File: src/rtl/clksel_pkg.sv
package clksel_pkg;

    typedef enum logic [1:0] {
        WK_IDLE = 2'd0,
        WK_POR  = 2'd1,
        WK_OSC  = 2'd2,
        WK_PLL  = 2'd3
    } wait_kind_e;

    typedef struct packed {
        logic       sel;
        logic       stat;
        logic [1:0] ws;
        logic [1:0] mult;
    } ctl_t;

    localparam int RSV_HI_BIT = 7;
    localparam int STAT_BIT   = 6;
    localparam int WS_HI_BIT  = 5;
    localparam int WS_LO_BIT  = 4;
    localparam int RSV_LO_BIT = 3;
    localparam int SEL_BIT    = 2;
    localparam int MULT_HI    = 1;

    function automatic int max2(input int a, input int b);
        return (a > b) ? a : b;
    endfunction

endpackage

File: src/rtl/clksel_lendec.sv
module clksel_lendec #(
    parameter int CNT_W = 19,
    parameter int L0    = 10,
    parameter int L1    = 13,
    parameter int L2    = 15,
    parameter int L3    = 17
) (
    input  logic [1:0]       code,
    output logic [CNT_W-1:0] len
);
    localparam logic [CNT_W-1:0] LEN0 = CNT_W'(1) << L0;
    localparam logic [CNT_W-1:0] LEN1 = CNT_W'(1) << L1;
    localparam logic [CNT_W-1:0] LEN2 = CNT_W'(1) << L2;
    localparam logic [CNT_W-1:0] LEN3 = CNT_W'(1) << L3;

    always_comb begin
        case (code)
            2'b00:   len = LEN0;
            2'b01:   len = LEN1;
            2'b10:   len = LEN2;
            default: len = LEN3;
        endcase
    end
endmodule

File: src/rtl/clksel_regs.sv
module clksel_regs
    import clksel_pkg::*;
(
    input  logic       clk,
    input  logic       por,
    input  logic       rst,
    input  logic       wr_en,
    input  logic [7:0] wr_data,
    input  logic       pll_done,
    output ctl_t       ctl,
    output logic       wr_main
);
    ctl_t ctl_d, ctl_q;

    always_comb begin
        wr_main = wr_en && wr_data[SEL_BIT];
        ctl_d   = ctl_q;
        if (por) begin
            ctl_d.sel  = 1'b1;
            ctl_d.stat = 1'b1;
            ctl_d.ws   = 2'b11;
            ctl_d.mult = 2'b00;
        end else if (rst) begin
            ctl_d.sel  = 1'b1;
            ctl_d.stat = 1'b1;
            ctl_d.mult = 2'b00;
        end else begin
            if (wr_en) begin
                ctl_d.sel  = wr_data[SEL_BIT];
                ctl_d.ws   = wr_data[WS_HI_BIT:WS_LO_BIT];
                ctl_d.mult = wr_data[MULT_HI:0];
            end
            if (wr_main) begin
                ctl_d.stat = 1'b1;
            end else if (pll_done && !ctl_q.sel) begin
                ctl_d.stat = 1'b0;
            end
        end
    end

    always_ff @(posedge clk) begin
        ctl_q <= ctl_d;
    end

    assign ctl = ctl_q;

    // the main clock is reported whenever the main source is selected
    assert_sel_implies_main_R7: assert property (@(posedge clk) disable iff (por || rst)
        ctl_q.sel |-> ctl_q.stat);

    // status leaves the main clock only at the end of a lock wait
    assert_stat_falls_on_lock_R4: assert property (@(posedge clk) disable iff (por || rst)
        $fell(ctl_q.stat) |-> $past(pll_done));

    // a general reset keeps the wait code
    assert_ws_kept_on_reset_R2: assert property (@(posedge clk) disable iff (por)
        rst |=> (ctl_q.ws == $past(ctl_q.ws)));
endmodule

File: src/rtl/clksel_timer.sv
module clksel_timer
    import clksel_pkg::*;
#(
    parameter int CNT_W    = 19,
    parameter int PLL_LOG2 = 13,
    parameter int POR_LOG2 = 18
) (
    input  logic             clk,
    input  logic             por,
    input  logic             rst,
    input  logic             wake,
    input  logic             pll_req,
    input  logic             cancel,
    input  logic [CNT_W-1:0] osc_len,
    output logic             busy,
    output logic             pll_done
);
    localparam logic [CNT_W-1:0] PLL_LEN = CNT_W'(1) << PLL_LOG2;
    localparam logic [CNT_W-1:0] POR_LEN = CNT_W'(1) << POR_LOG2;

    typedef struct packed {
        wait_kind_e       kind;
        logic [CNT_W-1:0] cnt;
    } tmr_t;

    tmr_t t_d, t_q;
    logic last_q;

    assign last_q = (t_q.cnt == CNT_W'(1));

    always_comb begin
        t_d = t_q;
        if (por) begin
            t_d.kind = WK_POR;
            t_d.cnt  = POR_LEN;
        end else if (rst) begin
            t_d.kind = WK_IDLE;
            t_d.cnt  = '0;
        end else if (wake && t_q.kind != WK_POR) begin
            t_d.kind = WK_OSC;
            t_d.cnt  = osc_len;
        end else if (t_q.kind == WK_PLL && cancel) begin
            t_d.kind = WK_IDLE;
            t_d.cnt  = '0;
        end else if (t_q.kind != WK_IDLE) begin
            if (last_q) begin
                if (t_q.kind != WK_PLL && pll_req && !cancel) begin
                    t_d.kind = WK_PLL;
                    t_d.cnt  = PLL_LEN;
                end else begin
                    t_d.kind = WK_IDLE;
                    t_d.cnt  = '0;
                end
            end else begin
                t_d.cnt = t_q.cnt - CNT_W'(1);
            end
        end else if (pll_req && !cancel) begin
            t_d.kind = WK_PLL;
            t_d.cnt  = PLL_LEN;
        end
    end

    always_ff @(posedge clk) begin
        t_q <= t_d;
    end

    assign busy     = (t_q.kind != WK_IDLE);
    assign pll_done = (t_q.kind == WK_PLL) && last_q;

    // a running wait never holds an empty count
    assert_count_live_R6: assert property (@(posedge clk) disable iff (por || rst)
        (t_q.kind != WK_IDLE) |-> (t_q.cnt != '0));

    // a lock wait runs only while the request stands
    assert_lock_needs_request_R4: assert property (@(posedge clk) disable iff (por || rst)
        (t_q.kind == WK_PLL) |-> pll_req);
endmodule

File: src/rtl/clksel_ctrl.sv
module clksel_ctrl
    import clksel_pkg::*;
#(
    parameter int PLL_LOG2  = 13,
    parameter int POR_LOG2  = 18,
    parameter int WS0_LOG2  = 10,
    parameter int WS1_LOG2  = 13,
    parameter int WS2_LOG2  = 15,
    parameter int WS3_LOG2  = 17
) (
    input  logic       clk,
    input  logic       por,
    input  logic       rst,
    input  logic       wake,
    input  logic       wr_en,
    input  logic [7:0] wr_data,
    output logic [7:0] rd_data,
    output logic       use_pll,
    output logic       busy,
    output logic [1:0] pll_mult
);
    localparam int MAX_LOG2 = max2(max2(max2(PLL_LOG2, POR_LOG2), max2(WS0_LOG2, WS1_LOG2)),
                                   max2(WS2_LOG2, WS3_LOG2));
    localparam int CNT_W    = MAX_LOG2 + 1;

    ctl_t             ctl;
    logic             wr_main;
    logic             pll_done;
    logic             pll_req;
    logic [CNT_W-1:0] osc_len;

    clksel_regs u_regs (
        .clk      (clk),
        .por      (por),
        .rst      (rst),
        .wr_en    (wr_en),
        .wr_data  (wr_data),
        .pll_done (pll_done),
        .ctl      (ctl),
        .wr_main  (wr_main)
    );

    clksel_lendec #(
        .CNT_W (CNT_W),
        .L0    (WS0_LOG2),
        .L1    (WS1_LOG2),
        .L2    (WS2_LOG2),
        .L3    (WS3_LOG2)
    ) u_lendec (
        .code (ctl.ws),
        .len  (osc_len)
    );

    assign pll_req = !ctl.sel && ctl.stat;

    clksel_timer #(
        .CNT_W    (CNT_W),
        .PLL_LOG2 (PLL_LOG2),
        .POR_LOG2 (POR_LOG2)
    ) u_timer (
        .clk      (clk),
        .por      (por),
        .rst      (rst),
        .wake     (wake),
        .pll_req  (pll_req),
        .cancel   (wr_main),
        .osc_len  (osc_len),
        .busy     (busy),
        .pll_done (pll_done)
    );

    always_comb begin
        rd_data             = '0;
        rd_data[RSV_HI_BIT] = 1'b1;
        rd_data[STAT_BIT]   = ctl.stat;
        rd_data[WS_HI_BIT:WS_LO_BIT] = ctl.ws;
        rd_data[RSV_LO_BIT] = 1'b1;
        rd_data[SEL_BIT]    = ctl.sel;
        rd_data[MULT_HI:0]  = ctl.mult;
    end

    assign use_pll  = !ctl.stat && !busy;
    assign pll_mult = ctl.mult;

    // the machine clock stays on the main source during any wait
    assert_main_while_busy_R8: assert property (@(posedge clk) disable iff (por || rst)
        busy |-> !use_pll);

    // reserved bits always read as one
    assert_reserved_ones_R3: assert property (@(posedge clk) disable iff (por)
        rd_data[RSV_HI_BIT] && rd_data[RSV_LO_BIT]);
endmodule

File: config.mk
export PLATFORM = sky130hd
export DESIGN_NAME = clksel_ctrl
export DESIGN_NICKNAME = d
export VERILOG_FILES = /design/src/rtl/clksel_pkg.sv /design/src/rtl/clksel_lendec.sv /design/src/rtl/clksel_regs.sv /design/src/rtl/clksel_timer.sv /design/src/rtl/clksel_ctrl.sv
export SDC_FILE = /design/constraint.sdc
export NUM_CORES = 1
export LEC_CHECK = 0
export BUFFER_PORTS_ARGS = -buffer_cell sky130_fd_sc_hd__buf_2
export CORE_MARGIN = 4
export CORE_UTILIZATION = 38
export CTS_CLUSTER_DIAMETER = 150
export DETAILED_ROUTE_END_ITERATION = 12
export SLEW_MARGIN = 15
export SYNTH_ARGS = -nofsm -noshare
export SYNTH_HDL_FRONTEND = slang
export SYNTH_SLANG_ARGS = --single-unit
File: constraint.sdc
create_clock -name clk -period 4.4 [get_ports clk]
set_input_delay 0.88 -clock clk [delete_from_list [all_inputs] [get_ports clk]]
set_output_delay 0.88 -clock clk [all_outputs]
set_load 0.02 [all_outputs]
---- Word-level counts from Yosys, hierarchy flattened ----
Index checks and enable logic that the tools add are counted.
word-level totals
  latch bits .............................. 0
  memories kept ........................... 0
  memory bits (read-only) ................. 0
  memory bits (writable) .................. 0
  bits in registers ....................... 27
  output and inout port bits .............. 12
  logic and storage cells ................. 50
cells by class
  multiplexer cells ....................... 9
  add/sub/neg operators ................... 1
  reductions and logical operators ........ 23
  order comparisons ....................... 0
  equality and inequality tests ........... 8
  bitwise operators ....................... 1
  shift operators ......................... 0
  div/mod/pow operators ................... 0
  $mul .................................... 0
operator list
  kind                                                                      number
  21-bit 2-to-1 mux                                                         5
  18-bit one-hot mux with 3 select lines                                    1
  20-bit 2-to-1 mux                                                         1
  19-bit by 1-bit equality test with 1-bit output (second input constant)   1
  19-bit 2-to-1 mux                                                         1
  19-bit by 1-bit subtractor with 19-bit output (second input constant)     1
  1-bit logical AND                                                         10
  2-bit AND reduction                                                       3
  5-bit by 2-bit inequality test with 1-bit output (second input constant)  1
  5-bit nonzero test                                                        1
  2-bit equality test (second input constant)                               2
  1-bit logical NOT                                                         4
  4-bit by 1-bit inequality test with 1-bit output (second input constant)  1
  4-bit nonzero test                                                        1
  3-bit OR reduction                                                        1
  2-bit by 1-bit equality test with 1-bit output (second input constant)    1
  2-bit logical NOT                                                         1
  2-bit 2-to-1 mux                                                          1
  2-bit by 1-bit inequality test with 1-bit output (second input constant)  1
  2-bit inequality test (second input constant)                             1
  2-bit nonzero test                                                        1
  2-bit OR reduction                                                        1
  1-bit inverter                                                            1

---- Logic depth before layout (Yosys ltp) ----
Gate-level depths: netlist (run 1).
  depth in word-level cells ............... 10
  gate-level depth with buffers ........... 8

---- Modules after synthesis ----
Synthesis (run 1) repeated with hierarchy kept, for this count alone.
second synthesis, totals
  cell total of the unflattened synthesis .. 226
  area, all modules ....................... 1839.3 µm²
modules (own cells, without submodules)
  module         cells each  times used  area each (µm²)  sequential area each (µm²)
  clksel_timer   175         1           1407.6           420.4
  clksel_regs    24          1           237.7            120.1
  clksel_lendec  20          1           142.6            0.0
  clksel_ctrl    7           1           51.3             0.0

---- Least setup slack after synthesis (run 1) ----
No wires, ideal clock.
  kind .................................... input to register
  start ................................... input wr_en
  end ..................................... register u_timer.t_q[16] (netlist name)
  data arrival time ....................... 2.016 ns
  setup time .............................. 0.123 ns
  setup slack ............................. 2.261 ns
  stages on the path ...................... 6
  path through ............................ nand2_1 > a211oi_1 > buf_2 > nor4_1 > xnor2_1 > nor2_1
between the ends
  cells in the longest elaborated chain, start to end .. 4
  elaborated cells between the ends (all ways) .. 7
RTL lines
  item                                                            line                                    RTL
  start: declaration                                              clksel_ctrl.sv:15                       input logic wr_en,
  1-bit logical AND *                                             clksel_regs.sv:16                       wr_main = wr_en && wr_data[SEL_BIT];
  1-bit logical AND / 1-bit logical NOT (equally long branches)   clksel_timer.sv:42, clksel_timer.sv:57
  21-bit 2-to-1 mux / 1-bit logical AND (equally long branches)   clksel_timer.sv:42, clksel_timer.sv:57
  21-bit 2-to-1 mux / 4-bit nonzero test (equally long branches)  -
  end signal: assignment                                          clksel_timer.sv:64                      t_q <= t_d;
  end: declaration                                                clksel_timer.sv:26                      tmr_t t_d, t_q;
Every way passes the cells marked *; elsewhere a longest branch is shown, timed or not.
A chain may end at the register's enable or synchronous reset.

---- Final worst setup path (run 1) ----
  start ................................... input wr_en
  end ..................................... register u_timer.t_q[8] (netlist name)
Same word-level chain as after synthesis.

==> metrics.md, run 1 <==
| Metric | Value |
|---|---|
| Critical R2R Capture | u_timer.t_q[14] |
| Leading area contributor after synthesis | dfxtp_1 |
| Setup_tns | 0 ns |
| First-pass GRT wire length | 6070 µm |
| Initial antenna violation count | 0 |
| Yosys reg bits | 27 |
| Crit path capture type | register |
| Area contributors post-synth | dfxtp_1, nor2_1, xnor2_1 |
| Die H | just over 70 µm |
| CTS Buf Count | 3 |
| Max-cap violations | 0 |
| Area Growth Syn to Fin | 8.48% |
| Vias | 1376 |
| Final hold viol count | 0 |
| Final period util | 55.2% |
| Worst Hold Class | register to register |
| Final Setup Violations | 0 |
| WP data required | 4.57 ns |
| FF-to-FF setup slack | 2.00 ns |
| Startpoint Class | input pin |
| Core footprint | 3800 µm² |
| Worst-path clk slew | roughly 0.090 ns |
| Final GP Congestion | roughly 0.84 |
| Leakage power | ~0.67 nW |
| CP Capture Point | u_timer.t_q[8] |
| Clk_lat worst skew | between 0.2 and 0.3 ns |
| Max Clock Skew | 0.00354 ns |
| DRT Pass-1 Iters | 4 |
| Mapped Area | ~1500 µm² |
| VDD IR-drop max | 0.160 mV |
| I/O pin cnt | 25 |
| H-tree depth | 1 |
| Worst EP arrival | 2.60 ns |
| Initial Utilization | 40.8% |
| Fin nets | 213 |
| Routed vias/inst | 5.62 |
| Worst r2r path cells | 5 |
| Share of layout cells above drive strength 1 | 17.3% |
| Synth Warn # | 0 |
| Initial DRC count | 57 |
| P per Cell Area | ~400 nW/µm² |
| Launch point of the worst reg-to-reg path | u_timer.t_q[11] |
| Ant. Diodes | 0 |
| Netlist cell types | a little over 50 |
| Die Wd | 71.8 µm |
| Cts repair resizes | 0 |
| # rows | 22 |
| WHS | 0.520 ns |
| Measured slew at the worst slew-check pin | between 1 and 1.5 ns |
| Post-synthesis sequential area ratio | 34.9% |
| DP HPWL | between 2000 and 3000 µm |
| Max-slew headroom | between 20% and 30% |
| Clk buf depth | 2 |
| GRT Max-Usage Layer | met2 |
| DRC viols | 0 |
| # hold bufs at CTS | 0 |
| Syn Inst Count | 184 |
| Status | finished, final reports clean |
| Post-synth EDFFs | 0 |
| GR Layer Usage met2 | 22.9% |
| Wire per inst | 14.2 µm |
| Met3 usage | 1.68% |
| Vias in the first global route | 1271 |
| Largest net degree at the start of global routing | 15 |
| Mean post-synth cell area | about 8.4 µm² |
| CTS sink cnt | 27 |
| Met1 usage | between 20% and 30% |
| Critical path launch point | wr_en |
| Fmax | 0.412 GHz |
| Gr ovfl total | 0 |
| Fin crit period | 2.43 ns |
| Post-synth top flop | dfxtp_1 |
| CTS tree | done |
| CP Class | input pin to register |
| Yosys top cell area share | 34.9% |
| Final WL | 3470 µm |
| Clk root buf | clkbuf_8 |
| Setup Buffers After CTS | 0 |
| Port bufs | 19 |
| Gr usage total | 14.6% |
| Ys async rst share | 0% |
| Max Fanout on Critical Path | 12 |
| Max Slew Vio Count | 0 |
| RSZ-0062 raised after global routing | false |
| Die area | 5160 µm² |
| Filler instances | slightly below 400 |
| Antenna-violating nets left | 0 |
## cell usage in the layout (no fill, tap or decap), types with 2 or more instances in the layout
cell,count
mux2i_1,2
nand3_1,5
a211o_1,5
nand2b_1,2
o31ai_1,3
buf_2,19
a21o_1,2
conb_1,2
inv_1,3
clkbuf_8,3
o21ai_0,8
nand2_1,11
ha_1,2
nor2b_1,6
or4_1,2
nor4_1,7
xnor2_1,7
nor3_1,11
nor2_1,22
nand4_1,3
or2_2,2
dfxtp_1,27
xor2_1,6
a21oi_1,9
nor3b_1,2
nand4b_1,2
## registers in the layout (all words and copies together) (netlist names)
name	flops
u_regs.ctl	6
u_timer.t_q	21
## stage by stage
step	power, W	cell area (µm²)	setup WS, ns	util (%)	cells
finish	0.000690	1680	1.97	44.2	245
global route	0.000740	1680	1.83	44.2	245
CTS	0.000696	1680	1.98	44.2	245
detailed placement	0.000547	1640	1.67	43.1	241
global placement	0.000544	1640	1.66	43.1	241
floorplan	0.000513	1550	2.26	-	185
## cell families after synthesis
family,synth area share [%]
buffers and inverters,5.74
DFF,34.9
and+or+nand+nor,29.6
other,0.242
AOI/OAI and AO/OA,19.2
adders and majority gates,1.62
muxes,1.29
xor gates and xnor gates,7.35
## where the power goes
| group | internal, W | switching, W | leakage, nW | total, W |
|---|---|---|---|---|
| clock | 0.0000652 | 0.0000815 | 0.0228 | 0.000147 |
| sequential | 0.000267 | 0.0000253 | 0.221 | 0.000293 |
| combinational | 0.000105 | 0.000145 | 0.423 | 0.000251 |
## metal layers
metal / wire [µm] / part of all wire (%)
met5: 0 / 0
met4: 62 / 1.8
met1: 1680 / 48
met2: 1590 / 46
met3: 143 / 4.1
## layout make-up
class / instances / area [µm²] / share of cell area [%]
Timing Repair Buffer: 19 / 95.1 / 5.66
Tap cell: 48 / 60.1 / 3.57
Inverter: 3 / 11.3 / 0.670
Multi-Input combinational cell: 144 / 928 / 55.2
Clock buffer: 4 / 45.0 / 2.68
Sequential cell: 27 / 541 / 32.2
## cell usage after synthesis (all sizes together) (2+ instances only)
cell     n
a211o    5
a21o     2
a21oi    9
buf      9
clkbuf   2
dfxtp   27
ha       2
inv      3
mux2i    2
nand2   11
nand2b   2
nand3    5
nand4    3
nand4b   2
nor2    22
nor2b    6
nor3    11
nor3b    2
nor4     8
o21a     2
o21ai   11
o31ai    3
or2      3
or3      2
or4      3
xnor2    7
xor2     6
## worst min path at each step
| stage | startpoint | endpoint | slack [ns] | cells after the start |
|---|---|---|---|---|
| after floorplan | u_timer.t_q[3] | u_timer.t_q[3] | 0.48 | 2 |
| after global placement | u_regs.ctl[1] | u_regs.ctl[1] | 0.49 | 2 |
| after detailed placement | u_regs.ctl[0] | u_regs.ctl[0] | 0.51 | 2 |
| after CTS | u_timer.t_q[3] | u_timer.t_q[3] | 0.52 | 2 |
| after global routing | u_timer.t_q[3] | u_timer.t_q[3] | 0.55 | 2 |
| final | u_timer.t_q[3] | u_timer.t_q[3] | 0.52 | 2 |
## critical path, stage by stage
cell,delay [ns]
buf_2,0.15
nand2_1,0.20
a211oi_2,0.92
nor3_1,0.19
xnor2_1,0.20
nor2_1,0.05
Power figures use the tool's default switching activity.
==> run 2: changes to the inputs <==
==> constraint.sdc (replaced) <==
create_clock -name clk -period 2 [get_ports clk]
set_input_delay 0.4 -clock clk [delete_from_list [all_inputs] [get_ports clk]]
set_output_delay 0.4 -clock clk [all_outputs]
set_load 0.02 [all_outputs]
==> run 2 against run 1 <==
  * The flow now finishes with violations (negative setup slack)
  * First-iteration DRC count rose by 11%
  * Setup slack got worse by 2.0 ns
  * Global-route usage rose by 1.6 points
  * Critical path type is now register to register
  * Sequential power rose by 120%
  * Core utilization rose by 5.7 points
  * Flip-flop and latch count did not move
  * Clock power rose by 130%
  * Routed wire length rose by 11%
  * Via count rose by 4.6%
==> metrics.md, run 2 (synthesis results as in run 1) <==
| Metric | Value |
|---|---|
| Status | finished, violations left (was finished, final reports clean) |
| Failing checks | negative setup slack |
| Die Wd | 71.8 µm (unchanged) |
| Routed vias/inst | 5.47 (was 5.62) |
| Leakage power | 0.777 nW (was 0.667 nW) |
| Startpoint Class | register (was input pin) |
| Critical path cell sequence | or4_4 -> or4_4 -> or2_4 -> o31ai_2 -> nand3_1 (was buf_2 -> nand2_1 -> a211oi_2 -> nor3_1 -> xnor2_1 -> nor2_1) |
| Largest net degree at the start of global routing | 16 (was 15) |
| Share of layout cells above drive strength 1 | 31.6% (was 17.3%) |
| CP Class | register to register (was input pin to register) |
| Final Setup Violations | 17 (was 0) |
| Post-layout util | 50.0% (was 44.2%) |
| Port bufs | 19 (unchanged) |
| CTS sink cnt | 27 (unchanged) |
| Area Growth Syn to Fin | 22.5% (was 8.48%) |
| Worst-path clk slew | 0.10 ns (was 0.09 ns) |
| RSZ-0062 raised after global routing | true (was false) |
| DRC viols | 0 (unchanged) |
| FF/Latch Area | 542 µm² (was 541 µm²) |
| Min setup slack post-route | -0.0535 ns (was 1.97 ns) |
| DP HPWL | 2790 µm (was 2520 µm) |
| Clk buf depth | 2 (unchanged) |
| H-tree depth | 1 (unchanged) |
| Post-Layout Inst Area | 1900 µm² (was 1680 µm²) |
| # hold bufs at CTS | 0 (unchanged) |
| WP data required | 2.17 ns (was 4.57 ns) |
| # rows | 22 (unchanged) |
| CTS tree | done (unchanged) |
| P per Cell Area | 892 nW/µm² (was 411 nW/µm²) |
| Die H | 71.8 µm (unchanged) |
| Max incr delay on CP | 0.53 ns (was 0.92 ns) |
| Initial antenna violation count | 0 (unchanged) |
| Fin nets | 231 (was 213) |
| Worst Hold Class | input pin to register (was register to register) |
| CTS Buf Count | 3 (unchanged) |
| Filler instances | 363 (was 396) |
| Vias in the first global route | 1465 (was 1271) |
| FF-to-FF setup slack | -0.05 ns (was 2.00 ns) |
| Min-delay src | wr_data[5] (was u_timer.t_q[3]) |
| Commonest cells after routing, fill and taps aside | dfxtp_1, nor2_1, buf_2 (unchanged) |
| Gr usage total | 16.1% (was 14.6%) |
| Most common cell after layout, fill and taps aside | dfxtp_1 (unchanged) |
| Antenna-violating nets left | 0 (unchanged) |
| Ant. Diodes | 0 (unchanged) |
| First-pass GRT wire length | 6580 µm (was 6070 µm) |
| Crit path capture type | register (unchanged) |
| Max Clock Skew | 0.00376 ns (was 0.00354 ns) |
| DRT Pass-1 Iters | 4 (unchanged) |
| Gr ovfl total | 0 (unchanged) |
| Final period util | 103% |
| Final GP Congestion | 0.837 (was 0.836) |
| Initial DRC count | 63 (was 57) |
| Clk root buf | clkbuf_8 (unchanged) |
| Core footprint | 3800 µm² (unchanged) |
| Area taken by multi-input logic gates | 1010 µm² (was 928 µm²) |
| Dpl ws | -0.102 ns (was 1.67 ns) |
| Final hold viol count | 0 (unchanged) |
| Largest register FFs | 21 (unchanged) |
| Max Slew Vio Count | 0 (unchanged) |
| Placed Area | 1770 µm² (was 1640 µm²) |
| Wire per inst | 14.7 µm (was 14.2 µm) |
| Max Fanout on Critical Path | 8 (was 12) |
| Critical path launch point | u_timer.t_q[14] (was wr_en) |
| Fin crit period | 2.05 ns |
| Worst EP arrival | 2.22 ns (was 2.60 ns) |
| Vias | 1439 (was 1376) |
| Initial Utilization | 40.8% (unchanged) |
| Critical-path top delay cell | or4_4 (was a211oi_2) |
| Final WL | 3860 µm (was 3470 µm) |
| VDD IR-drop max | 0.464 mV (was 0.160 mV) |
| Die area | 5160 µm² (unchanged) |
| Top reg by flops | u_timer.t_q (unchanged) |
| Max-cap violations | 0 (unchanged) |
| Cell mode on critical path | or4_4 |
| I/O pin cnt | 25 (unchanged) |
| Launch point of the worst reg-to-reg path | u_timer.t_q[14] (was u_timer.t_q[11]) |
| Clk_lat worst skew | 0.28 ns (about the same) |
| Overall Power | 0.00169 W (was 0.000690 W) |
| Fmax | 0.487 GHz |
## run 2: area by class of cell
type	instances	area share, %
Multi-Input combinational cell	145	53.1
Sequential cell	27	28.5
Timing Repair Buffer	36	12.1
Tap cell	48	3.16
Clock buffer	3	2.18
Inverter	3	0.593
Clock inverter	1	0.264
## run 2: layer usage
layer / GRT usage [%] / part of all wire, % / wire, µm
met1: 19.7 / 47 / 1800
met3: 2.66 / 2.7 / 104
met5: 0 / 0 / 0
met2: 27.2 / 48 / 1870
met4: 7.93 / 2.1 / 82
## run 2: where the power goes
group,internal [W],switching [W],leakage (nW)
sequential,0.000588,0.0000506,0.221
clock,0.000140,0.000191,0.0255
combinational,0.000335,0.000387,0.530
## run 2: repair_timing
item	4_1_cts	5_1_grt
endpoints found under the setup margin	21	22
resized for setup	13	10
cloned	1	0
buffers inserted	1	0
pin swaps	3	3
## run 2: path summary, 6_finish.rpt
| path | cells past startpoint | end |
|---|---|---|
| worst max-delay path | 5 | u_regs.ctl[4] |
| worst min-delay path | 2 | u_regs.ctl[3] |
| worst max register to register | 5 | u_regs.ctl[4] |
| worst min register to register | 2 | u_regs.ctl[4] |
## run 2: metrics by stage
stage	TNS, ns	std cells	hold WS (ns)
floorplan	-0.381	185	0.477
global placement	-0.883	257	0.491
detailed placement	-1.16	257	0.508
CTS	-0.482	263	0.315
global route	-1.66	263	0.315
finish	-0.370	263	0.313
## run 2: critical path: cells and delay by family (launching register included)
kind               cells  cell delay (ns)
DFF                    1             0.33
and+or+nand+nor        4             1.44
AOI/OAI and AO/OA      1             0.18
